--- src/rtl/ssi_pkg.sv ---
package ssi_pkg;

    // Sequencer states: rest, serial clock low, serial clock high, recovery gap.
    typedef enum logic [1:0] {
        SSI_IDLE = 2'd0,
        SSI_LOW  = 2'd1,
        SSI_HIGH = 2'd2,
        SSI_GAP  = 2'd3
    } ssi_state_e;

    // Strobes from the sequencer to the per-channel shifters.
    typedef struct packed {
        logic sample;   // take one bit from every data line
        logic last;     // this sample completes the frame
    } ssi_strobe_t;

    localparam int unsigned SSI_MIN_BITS = 8;
    localparam int unsigned SSI_MAX_BITS = 32;

    // Counter width able to hold values 0 .. n-1.
    function automatic int unsigned ctr_width(input int unsigned n);
        return (n < 2) ? 1 : $clog2(n);
    endfunction

endpackage

--- src/rtl/ssi_phase_timer.sv ---
module ssi_phase_timer
    import ssi_pkg::*;
#(
    parameter int unsigned LIMIT = 4
) (
    input  logic clk,
    input  logic rst,
    input  logic clr,
    input  logic en,
    output logic done
);
    localparam int unsigned W = ctr_width(LIMIT);
    localparam logic [W-1:0] LAST = W'(LIMIT - 1);

    logic [W-1:0] cnt_q;

    // Done marks the final cycle of a LIMIT-cycle interval; the count wraps there.
    assign done = en && (cnt_q == LAST);

    always_ff @(posedge clk) begin
        if (rst || clr) begin
            cnt_q <= '0;
        end else if (en) begin
            cnt_q <= done ? '0 : cnt_q + 1'b1;
        end
    end
endmodule

--- src/rtl/ssi_seq_fsm.sv ---
module ssi_seq_fsm
    import ssi_pkg::*;
#(
    parameter int unsigned FRAME_BITS = 16,
    parameter int unsigned HALF_DIV   = 25,
    parameter int unsigned GAP_CYCLES = 5000
) (
    input  logic        clk,
    input  logic        rst,
    input  logic        start_i,
    output logic        sclk_o,
    output logic        busy_o,
    output logic        valid_o,
    output ssi_strobe_t strobe_o
);
    localparam int unsigned BW = ctr_width(FRAME_BITS);
    localparam logic [BW-1:0] LAST_BIT = BW'(FRAME_BITS - 1);

    ssi_state_e    state_q;
    logic          sclk_q;
    logic          valid_q;
    logic [BW-1:0] bit_q;

    logic half_en, half_done;
    logic gap_en, gap_done;
    logic tmr_clr;

    assign half_en = (state_q == SSI_LOW) || (state_q == SSI_HIGH);
    assign gap_en  = (state_q == SSI_GAP);
    assign tmr_clr = (state_q == SSI_IDLE);

    ssi_phase_timer #(.LIMIT(HALF_DIV)) half_tmr_i (
        .clk  (clk),
        .rst  (rst),
        .clr  (tmr_clr),
        .en   (half_en),
        .done (half_done)
    );

    ssi_phase_timer #(.LIMIT(GAP_CYCLES)) gap_tmr_i (
        .clk  (clk),
        .rst  (rst),
        .clr  (tmr_clr),
        .en   (gap_en),
        .done (gap_done)
    );

    // Sampling happens as the high half-period runs out, well after the rising edge.
    always_comb begin
        strobe_o.sample = (state_q == SSI_HIGH) && half_done;
        strobe_o.last   = strobe_o.sample && (bit_q == LAST_BIT);
    end

    always_ff @(posedge clk) begin
        if (rst) begin
            state_q <= SSI_IDLE;
            sclk_q  <= 1'b1;
            valid_q <= 1'b0;
            bit_q   <= '0;
        end else begin
            valid_q <= strobe_o.last;
            unique case (state_q)
                SSI_IDLE: begin
                    if (start_i) begin
                        // Falling edge makes every encoder freeze its position.
                        state_q <= SSI_LOW;
                        sclk_q  <= 1'b0;
                        bit_q   <= '0;
                    end
                end
                SSI_LOW: begin
                    if (half_done) begin
                        state_q <= SSI_HIGH;
                        sclk_q  <= 1'b1;
                    end
                end
                SSI_HIGH: begin
                    if (half_done) begin
                        if (bit_q == LAST_BIT) begin
                            state_q <= SSI_GAP;
                        end else begin
                            state_q <= SSI_LOW;
                            sclk_q  <= 1'b0;
                            bit_q   <= bit_q + 1'b1;
                        end
                    end
                end
                SSI_GAP: begin
                    if (gap_done) begin
                        state_q <= SSI_IDLE;
                    end
                end
                default: begin
                    state_q <= SSI_IDLE;
                    sclk_q  <= 1'b1;
                end
            endcase
        end
    end

    assign sclk_o  = sclk_q;
    assign busy_o  = (state_q != SSI_IDLE);
    assign valid_o = valid_q;
endmodule

--- src/rtl/ssi_shift_chan.sv ---
module ssi_shift_chan
    import ssi_pkg::*;
#(
    parameter int unsigned FRAME_BITS = 16
) (
    input  logic                  clk,
    input  logic                  rst,
    input  logic                  din,
    input  ssi_strobe_t           strobe,
    output logic [FRAME_BITS-1:0] pos_o
);
    logic [FRAME_BITS-1:0] sr_q;
    logic [FRAME_BITS-1:0] sr_next;
    logic [FRAME_BITS-1:0] pos_q;

    // Earlier bits move toward the MSB as new ones enter at bit 0.
    assign sr_next = {sr_q[FRAME_BITS-2:0], din};

    always_ff @(posedge clk) begin
        if (rst) begin
            sr_q  <= '0;
            pos_q <= '0;
        end else if (strobe.sample) begin
            sr_q <= sr_next;
            if (strobe.last) begin
                pos_q <= sr_next;
            end
        end
    end

    assign pos_o = pos_q;
endmodule

--- src/rtl/ssi_tri_reader.sv ---
module ssi_tri_reader
    import ssi_pkg::*;
#(
    parameter int unsigned N_CH       = 3,
    parameter int unsigned FRAME_BITS = 16,
    parameter int unsigned HALF_DIV   = 25,
    parameter int unsigned GAP_CYCLES = 5000
) (
    input  logic                       clk,
    input  logic                       rst,
    input  logic                       start_i,
    output logic                       sclk_o,
    input  logic [N_CH-1:0]            data_i,
    output logic                       busy_o,
    output logic                       valid_o,
    output logic [N_CH*FRAME_BITS-1:0] pos_o
);
    localparam int unsigned POS_W = N_CH * FRAME_BITS;

    ssi_strobe_t strobe;

    ssi_seq_fsm #(
        .FRAME_BITS (FRAME_BITS),
        .HALF_DIV   (HALF_DIV),
        .GAP_CYCLES (GAP_CYCLES)
    ) seq_i (
        .clk      (clk),
        .rst      (rst),
        .start_i  (start_i),
        .sclk_o   (sclk_o),
        .busy_o   (busy_o),
        .valid_o  (valid_o),
        .strobe_o (strobe)
    );

    logic [POS_W-1:0] pos_all;

    // One shifter per encoder, all driven by the same strobe.
    for (genvar c = 0; c < N_CH; c++) begin : g_chan
        ssi_shift_chan #(.FRAME_BITS(FRAME_BITS)) chan_i (
            .clk    (clk),
            .rst    (rst),
            .din    (data_i[c]),
            .strobe (strobe),
            .pos_o  (pos_all[c*FRAME_BITS +: FRAME_BITS])
        );
    end

    assign pos_o = pos_all;
endmodule

--- config.mk ---
export PLATFORM = sky130hd
export DESIGN_NAME = ssi_tri_reader
export DESIGN_NICKNAME = d
export VERILOG_FILES = /design/src/rtl/ssi_pkg.sv /design/src/rtl/ssi_phase_timer.sv /design/src/rtl/ssi_seq_fsm.sv /design/src/rtl/ssi_shift_chan.sv /design/src/rtl/ssi_tri_reader.sv
export SDC_FILE = /design/constraint.sdc
export NUM_CORES = 1
export LEC_CHECK = 0
export ABC_AREA = 1
export ABC_CLOCK_PERIOD_IN_PS = 1600
export BUFFER_PORTS_ARGS = -buffer_cell sky130_fd_sc_hd__buf_2
export CORE_AREA = 4 4 90 113
export DETAILED_ROUTE_END_ITERATION = 10
export DIE_AREA = 0 0 94 117
export GPL_TIMING_DRIVEN = 0
export PLACE_DENSITY = 0.72
export SKIP_CTS_REPAIR_TIMING = 1
export SLEW_MARGIN = 20
export SYNTH_ARGS = -nofsm -noshare
export SYNTH_HDL_FRONTEND = slang
export SYNTH_SLANG_ARGS = --single-unit
--- constraint.sdc ---
create_clock -name clk -period 1.6 [get_ports clk]
set_input_delay 0 -clock clk [delete_from_list [all_inputs] [get_ports clk]]
set_output_delay 0 -clock clk [all_outputs]
set_load 0.02 [all_outputs]
# Yosys cells after proc, flatten, opt, wreduce, memory -nomap -nowiden
# Cells that the tools add are included.
dict set report totals {
  register_bits 119
  latchBits 0
  mem_bits_rw 0
  mem_bits_ro 0
  inputBits 6
  out_inout_bits 51
  elab_cells 57
  mem_count 0
}
dict set report op_classes {
  add_sub_neg 3
  mul 0
  div_mod_pow 0
  n_lt_le_gt_ge 0
  n_eq_ne 11
  shift 0
  n_mux 17
  bitwise_logic 0
  n_reduce_logical 14
}
# operator count
set op_table {}
lappend op_table {{13-bit by 1-bit adder with 13-bit output (second input constant)} 1}
lappend op_table {{13-bit == test (second input constant)} 1}
lappend op_table {{13-bit two-way mux} 1}
lappend op_table {{4-bit two-way mux} 3}
lappend op_table {{2-bit two-way mux} 5}
lappend op_table {{2-bit one-hot mux with 4 select lines} 1}
lappend op_table {{4-bit one-hot mux with 2 select lines} 1}
lappend op_table {{4-bit AND reduction} 2}
lappend op_table {{2-bit by 1-bit != test with 1-bit output (second input constant)} 3}
lappend op_table {{5-bit by 1-bit adder with 5-bit output (second input constant)} 1}
lappend op_table {{5-bit == test (second input constant)} 1}
lappend op_table {{5-bit two-way mux} 1}
lappend op_table {{5-bit AND reduction} 1}
lappend op_table {{4-bit by 1-bit adder with 4-bit output (second input constant)} 1}
lappend op_table {{2-bit == test (second input constant)} 2}
lappend op_table {{4-bit == test (second input constant)} 1}
lappend op_table {{1-bit logical AND} 4}
lappend op_table {{1-bit two-way mux} 4}
lappend op_table {{2-bit != test (second input constant)} 2}
lappend op_table {{2-bit nonzero test} 2}
lappend op_table {{1-bit one-hot mux with 3 select lines} 1}
lappend op_table {{3-bit nonzero test} 1}
lappend op_table {{2-bit by 1-bit == test with 1-bit output (second input constant)} 1}
lappend op_table {{2-bit zero test} 1}
lappend op_table {{2 further kinds} 3}

# Depth between registers and ports, before layout
dict set report depth {
  ltp_word 6
  depth_mapped 11
  ltp_nobuf 11
}

# Hierarchy
# Synthesis repeated with hierarchy kept, for this count alone.
dict set report unflattened {
  hier_cells 729
  area_unflattened_um2 5147.4
}
# mod n_inst cells_per_inst area_per_inst_um2 seq_area_each_um2
set by_module_without_submodules {}
lappend by_module_without_submodules {ssi_shift_chan 3 167 1182.4 620.6}
lappend by_module_without_submodules {{ssi_phase_timer (seq_i.gap_tmr_i)} 1 110 769.5 260.2}
lappend by_module_without_submodules {ssi_seq_fsm 1 76 548.0 160.2}
lappend by_module_without_submodules {{ssi_phase_timer (seq_i.half_tmr_i)} 1 42 282.8 100.1}

# Least setup slack after synthesis
# No wires, ideal clock.
dict set report synth_timing {
  kind {reg2reg}
  startpoint {register seq_i.state_q[0]}
  endpoint {register g_chan[1].chan_i.pos_q[10]}
  setup_time_ns 0.118
  arrival_ns 1.610
  required_ns 1.482
  path_slack_ns -0.128
  stages_incl_launch_ff 10
  path_buffers 2
  period_less_slack_ns 1.728
  cell_sequence {dfxtp_1 > inv_1 > ha_1 > nand2_1 > nor2_2 > nand2_2 > nor2_4 > buf_6 > buf_4 > a21oi_2}
}
dict set report synth_between {
  elab_chain_cells 6
  elab_cells_between_ends 7
  cone_classes {2 x eq/ne; 5 x reduce/logical}
}
# item line_no
set synth_rtl {}
lappend synth_rtl {{start: declaration} ssi_seq_fsm.sv:19} ;# ssi_state_e state_q;
lappend synth_rtl {{start signal: assignment} ssi_seq_fsm.sv:56} ;# state_q <= SSI_IDLE;
lappend synth_rtl {{start signal: assignment} ssi_seq_fsm.sv:66} ;# state_q <= SSI_LOW;
lappend synth_rtl {{start signal: assignment} ssi_seq_fsm.sv:73} ;# state_q <= SSI_HIGH;
lappend synth_rtl {{2-bit by 1-bit == test with 1-bit output or 2-bit == test (tied branches)} {ssi_seq_fsm.sv:28, ssi_seq_fsm.sv:50}}
lappend synth_rtl {{1-bit logical OR} ssi_seq_fsm.sv:28} ;# assign half_en = (state_q == SSI_LOW) || (state_q == SSI_HIGH);
lappend synth_rtl {{1-bit logical AND} ssi_phase_timer.sv:18} ;# assign done = en && (cnt_q == LAST);
lappend synth_rtl {{1-bit logical AND *} ssi_seq_fsm.sv:50} ;# strobe_o.sample = (state_q == SSI_HIGH) && half_done;
lappend synth_rtl {{1-bit logical AND} ssi_seq_fsm.sv:51} ;# strobe_o.last = strobe_o.sample && (bit_q == LAST_BIT);
lappend synth_rtl {{2-bit AND reduction (no line) *} -}
lappend synth_rtl {{end signal: assignment} ssi_shift_chan.sv:26} ;# pos_q <= sr_next;
lappend synth_rtl {{end: declaration} ssi_shift_chan.sv:14} ;# logic [FRAME_BITS-1:0] pos_q;
# Mark *: on every way between the ends. The rest lies on a longest branch, timed or not.
# A chain may end at the register's enable or synchronous reset.

# Worst setup path after layout
dict set report layout_timing {
  startpoint {register seq_i.state_q[0]}
  endpoint {register g_chan[1].chan_i.sr_q[6]}
}
dict set report layout_between {
  elab_chain_cells 4
  elab_cells_between_ends 5
  cone_classes {2 x eq/ne; 3 x reduce/logical}
}
# item line_no
set layout_rtl {}
lappend layout_rtl {{2-bit by 1-bit == test with 1-bit output or 2-bit == test (tied branches)} {ssi_seq_fsm.sv:28, ssi_seq_fsm.sv:50}}
lappend layout_rtl {{1-bit logical OR} ssi_seq_fsm.sv:28}
lappend layout_rtl {{1-bit logical AND} ssi_phase_timer.sv:18}
lappend layout_rtl {{1-bit logical AND *} ssi_seq_fsm.sv:50}
lappend layout_rtl {{end signal: assignment} ssi_shift_chan.sv:24} ;# sr_q <= sr_next;
lappend layout_rtl {{end: declaration} ssi_shift_chan.sv:12} ;# logic [FRAME_BITS-1:0] sr_q;
# Marked as above.

==> results.cfg <==
[global_route]
grt_antenna_before_repair = 0
grt_pass1_wl_um = 17400
global_route.overflow_total = 0
vias_in_the_first_global_route = 3832
grt_start_max_net_pins = 17
globalRouteTotalUtil_pct = 20.0

[cts]
htree_num_levels = 4
cts.clk_slew.worst_paths_ns = 0.05
clock-sinks = 119
cts_made_buffers = 17
cts.root.buffer_cell = clkbuf_16
cts_tree = yes
clk_path_buf_depth = 2
clock_insertion_delay_worst_skew_ns = 0.41

[setup_path]
worst_r2r_path_depth = 10
cp_slowest_stage_delay_ns = 0.37
crit_end = g_chan[1].chan_i.sr_q[6]$_SDFFE_PP0P_
timing.critical_path.fanout_max = 5
critPathLaunch = seq_i.state_q[0]$_SDFFE_PP0P_
nature_of_the_critical_path_endpoint = register
critPathLaunchType = register
critical_path.cell_chain = inv_4, ha_4, nand2_4, nor2_4, nand2_4, nor2_4, buf_6, buf_6, o21ai_2, a21oi_1
source_of_the_worst_register_to_register_timing_path = seq_i.state_q[0]$_SDFFE_PP0P_
rr_endpoint = g_chan[1].chan_i.sr_q[6]$_SDFFE_PP0P_
worst_path_max_delay_cell = dfxtp_4
critical_path_rt_ns = 1.94
cp_data_arrival_time_ns = 2.14
reg2reg_setup_slack_ns = -0.20
worstSetupPathType = register to register

[run_status]
failed_checks = negative setup slack
run_status = finished, violations left

[floorplanning]
pin_count = 57
initial_core_util_pct = 50.2
floorplan.die.width_um = 94
placement_rows = 39
design.core.area_um2 = 9080
die-area_um2 = 11000
fp.dieH_um = 117

[sta]
worst-slew-pin-transition_ns = 0.725
final_setup_violating_endpoints = 102
clock_skew_ns = 0.00712
finalHoldViolCount = 0
timing.max_slew.rel_slack_pct = 51.6
fin_worst_hold_slack_ns = 0.0728
rsz0062_at_grt = yes
final.period_utilization_pct = 113
fmaxAchievable_mhz = 554
period_needed_ns = 1.80
report.final.slew_viol_count = 0
postLayoutSetupSlackWorst_ns = -0.204

[detailed_routing]
vias_per_cell = 5.36
drt-wirelength-per-cell_um = 15.9
initialDrtViolationCount = 257
drc = 0
wl_final_um = 12500
via_count_of_the_routed_design = 4214
ant_nets = 0
detail_route.first_pass.iterations = 7

[placed_design]
post_dp_cell_area_um2 = 5030
post-dp-hpwl_um = 7220
buffer_ports.inserted = 56
place_ws_ns = -0.282
gpl.final_weighted_congestion = 0.842

[synth]
syn_inst = 548
post_synth.cell_area_avg_um2 = 8.32
synth.lib_cells_used.distinct = 26
synth_area_um2 = 4560
postSynthRegisterBits = 119
syn-num-nets = 563
ys_seq_area_share_pct = 52.3
yosysWarnings = 0

[final_layout]
utilization_pct = 70.5
fraction_of_final_layout_cells_sized_beyond_drive_strength_1_pct = 35.1
design_area_um2 = 6400
design.final.nets = 668
areaGrowthSynthToFinish_pct = 40.3
n_antenna_cell = 0

[power_and_ir_drop]
power.density_cell_area_nw_per_um2 = 1220
power_after_layout_uw = 7790
ir_drop_uv = 812
power_leakage_uw = 0.00256

[min_path]
hp-class = primary input to register

[flow_run]
timing.max_cap.violations = 0
## worst min path at each step
stage              start                                endpoint  slack (ns)  cells past startpoint
6_report         start_i               seq_i.sclk_o$_SDFFE_PP1P_        0.07                      6
2_1_floorplan        rst           seq_i.state_q[1]$_SDFFE_PP0P_        0.06                      1
3_3_place_gp   data_i[0]  g_chan[0].chan_i.pos_o[0]$_SDFFE_PP0P_        0.26                      3
4_1_cts        data_i[0]  g_chan[0].chan_i.pos_o[0]$_SDFFE_PP0P_       -0.16                      3
5_1_grt          start_i               seq_i.sclk_o$_SDFFE_PP1P_        0.14                      6
3_5_place_dp   data_i[2]   g_chan[2].chan_i.sr_q[0]$_SDFFE_PP0P_        0.28                      3
## metrics by stage
| step | TNS, ns | cells |
|---|---|---|
| floorplan | 0 | 548 |
| global placement | -19.16 | 727 |
| detailed placement | -20.85 | 727 |
| CTS | -24.47 | 756 |
| global route | -19.68 | 786 |
| finish | -13.75 | 786 |
## cells by family (layout without fill, tap and decap cells)
kind of cell    count (synthesis)  in the layout  share of synthesized area, %
compound gates                203            203                          23.4
xor+xnor                        9              9                          1.73
fa+ha+maj                       9              9                          2.47
buf+inv                        98            212                          9.11
flops                         119            119                          52.3
simple gates                  110            111                          11.0
## state kept, by name, indices dropped and copies added (netlist names)
signal	count
seq_i.valid_o	1
g_chan.chan_i.pos_o	48
seq_i.sclk_o	1
seq_i.state_q	2
seq_i.bit_q	4
seq_i.gap_tmr_i.cnt_q	13
g_chan.chan_i.sr_q	45
seq_i.half_tmr_i.cnt_q	5
## final cells by class
type                            count  area [um2]
Inverter                           68         264
Clock inverter                      2        60.1
Buffer                             28         254
Sequential cell                   119        2390
Clock buffer                       27         533
Multi-Input combinational cell    332        2130
Fill cell                         652        2680
Tap cell                          123         154
Timing Repair Buffer               87         614
## cell usage after synthesis, drive strengths merged
cell type	count	area, um2
a21oi	103	561
and3	2	12.5
buf	19	119
clkbuf	11	41.3
dfxtp	119	2380
ha	9	113
inv	68	255
nand2	37	144
nand3	16	80.1
nand4	4	25.0
nor2	40	170
nor3	6	35.0
nor3b	4	30.0
o21ai	99	499
o31ai	1	7.51
or2	1	6.26
xor2	9	78.8
## cells in the final DEF (no fill, tap or decap), types with 2 or more instances in the layout
master / instances
dfxtp_1: 117
a21oi_1: 65
inv_1: 64
buf_2: 57
o21ai_2: 42
o21ai_0: 39
a21oi_2: 38
nor2_1: 32
nand2_1: 31
buf_6: 18
clkbuf_16: 18
nand3_1: 16
o21ai_1: 15
clkbuf_1: 13
buf_4: 12
buf_8: 10
xor2_1: 9
ha_1: 8
clkbuf_8: 7
nor2_4: 6
nor3_1: 5
dlygate4sd3_1: 5
nand4_1: 4
nor3b_1: 4
nor2_2: 3
nand2_4: 3
nand2_2: 3
o21ai_4: 3
inv_4: 2
and3_1: 2
bufinv_16: 2
dfxtp_4: 2
## routing by layer
metal  up-vias  part of all wire [%]  track usage [%]
li1       2034                     -                -
met1      2028                    39             22.5
met2       119                    53             35.0
met3        33                   4.7             6.14
met4         0                   2.7             8.77
met5         -                     0                0
## critical path, delay by kind of cell, from the launching register on
kind	cells	cell delay, ns
flip-flops	1	0.37
AO/OA/AOI/OAI	2	0.21
AND/OR/NAND/NOR	4	0.50
adder cells (fa/ha/maj)	1	0.27
buffers and inverters	3	0.37
## report_power, final
part	internal [uW]	leakage [uW]	total, uW	switching, uW
logic	352	0.00131	928	576
clock network	2550	0.000292	3760	1210
registers	3040	0.000960	3100	65.7
No activity file was read; power rests on OpenSTA's default activity.
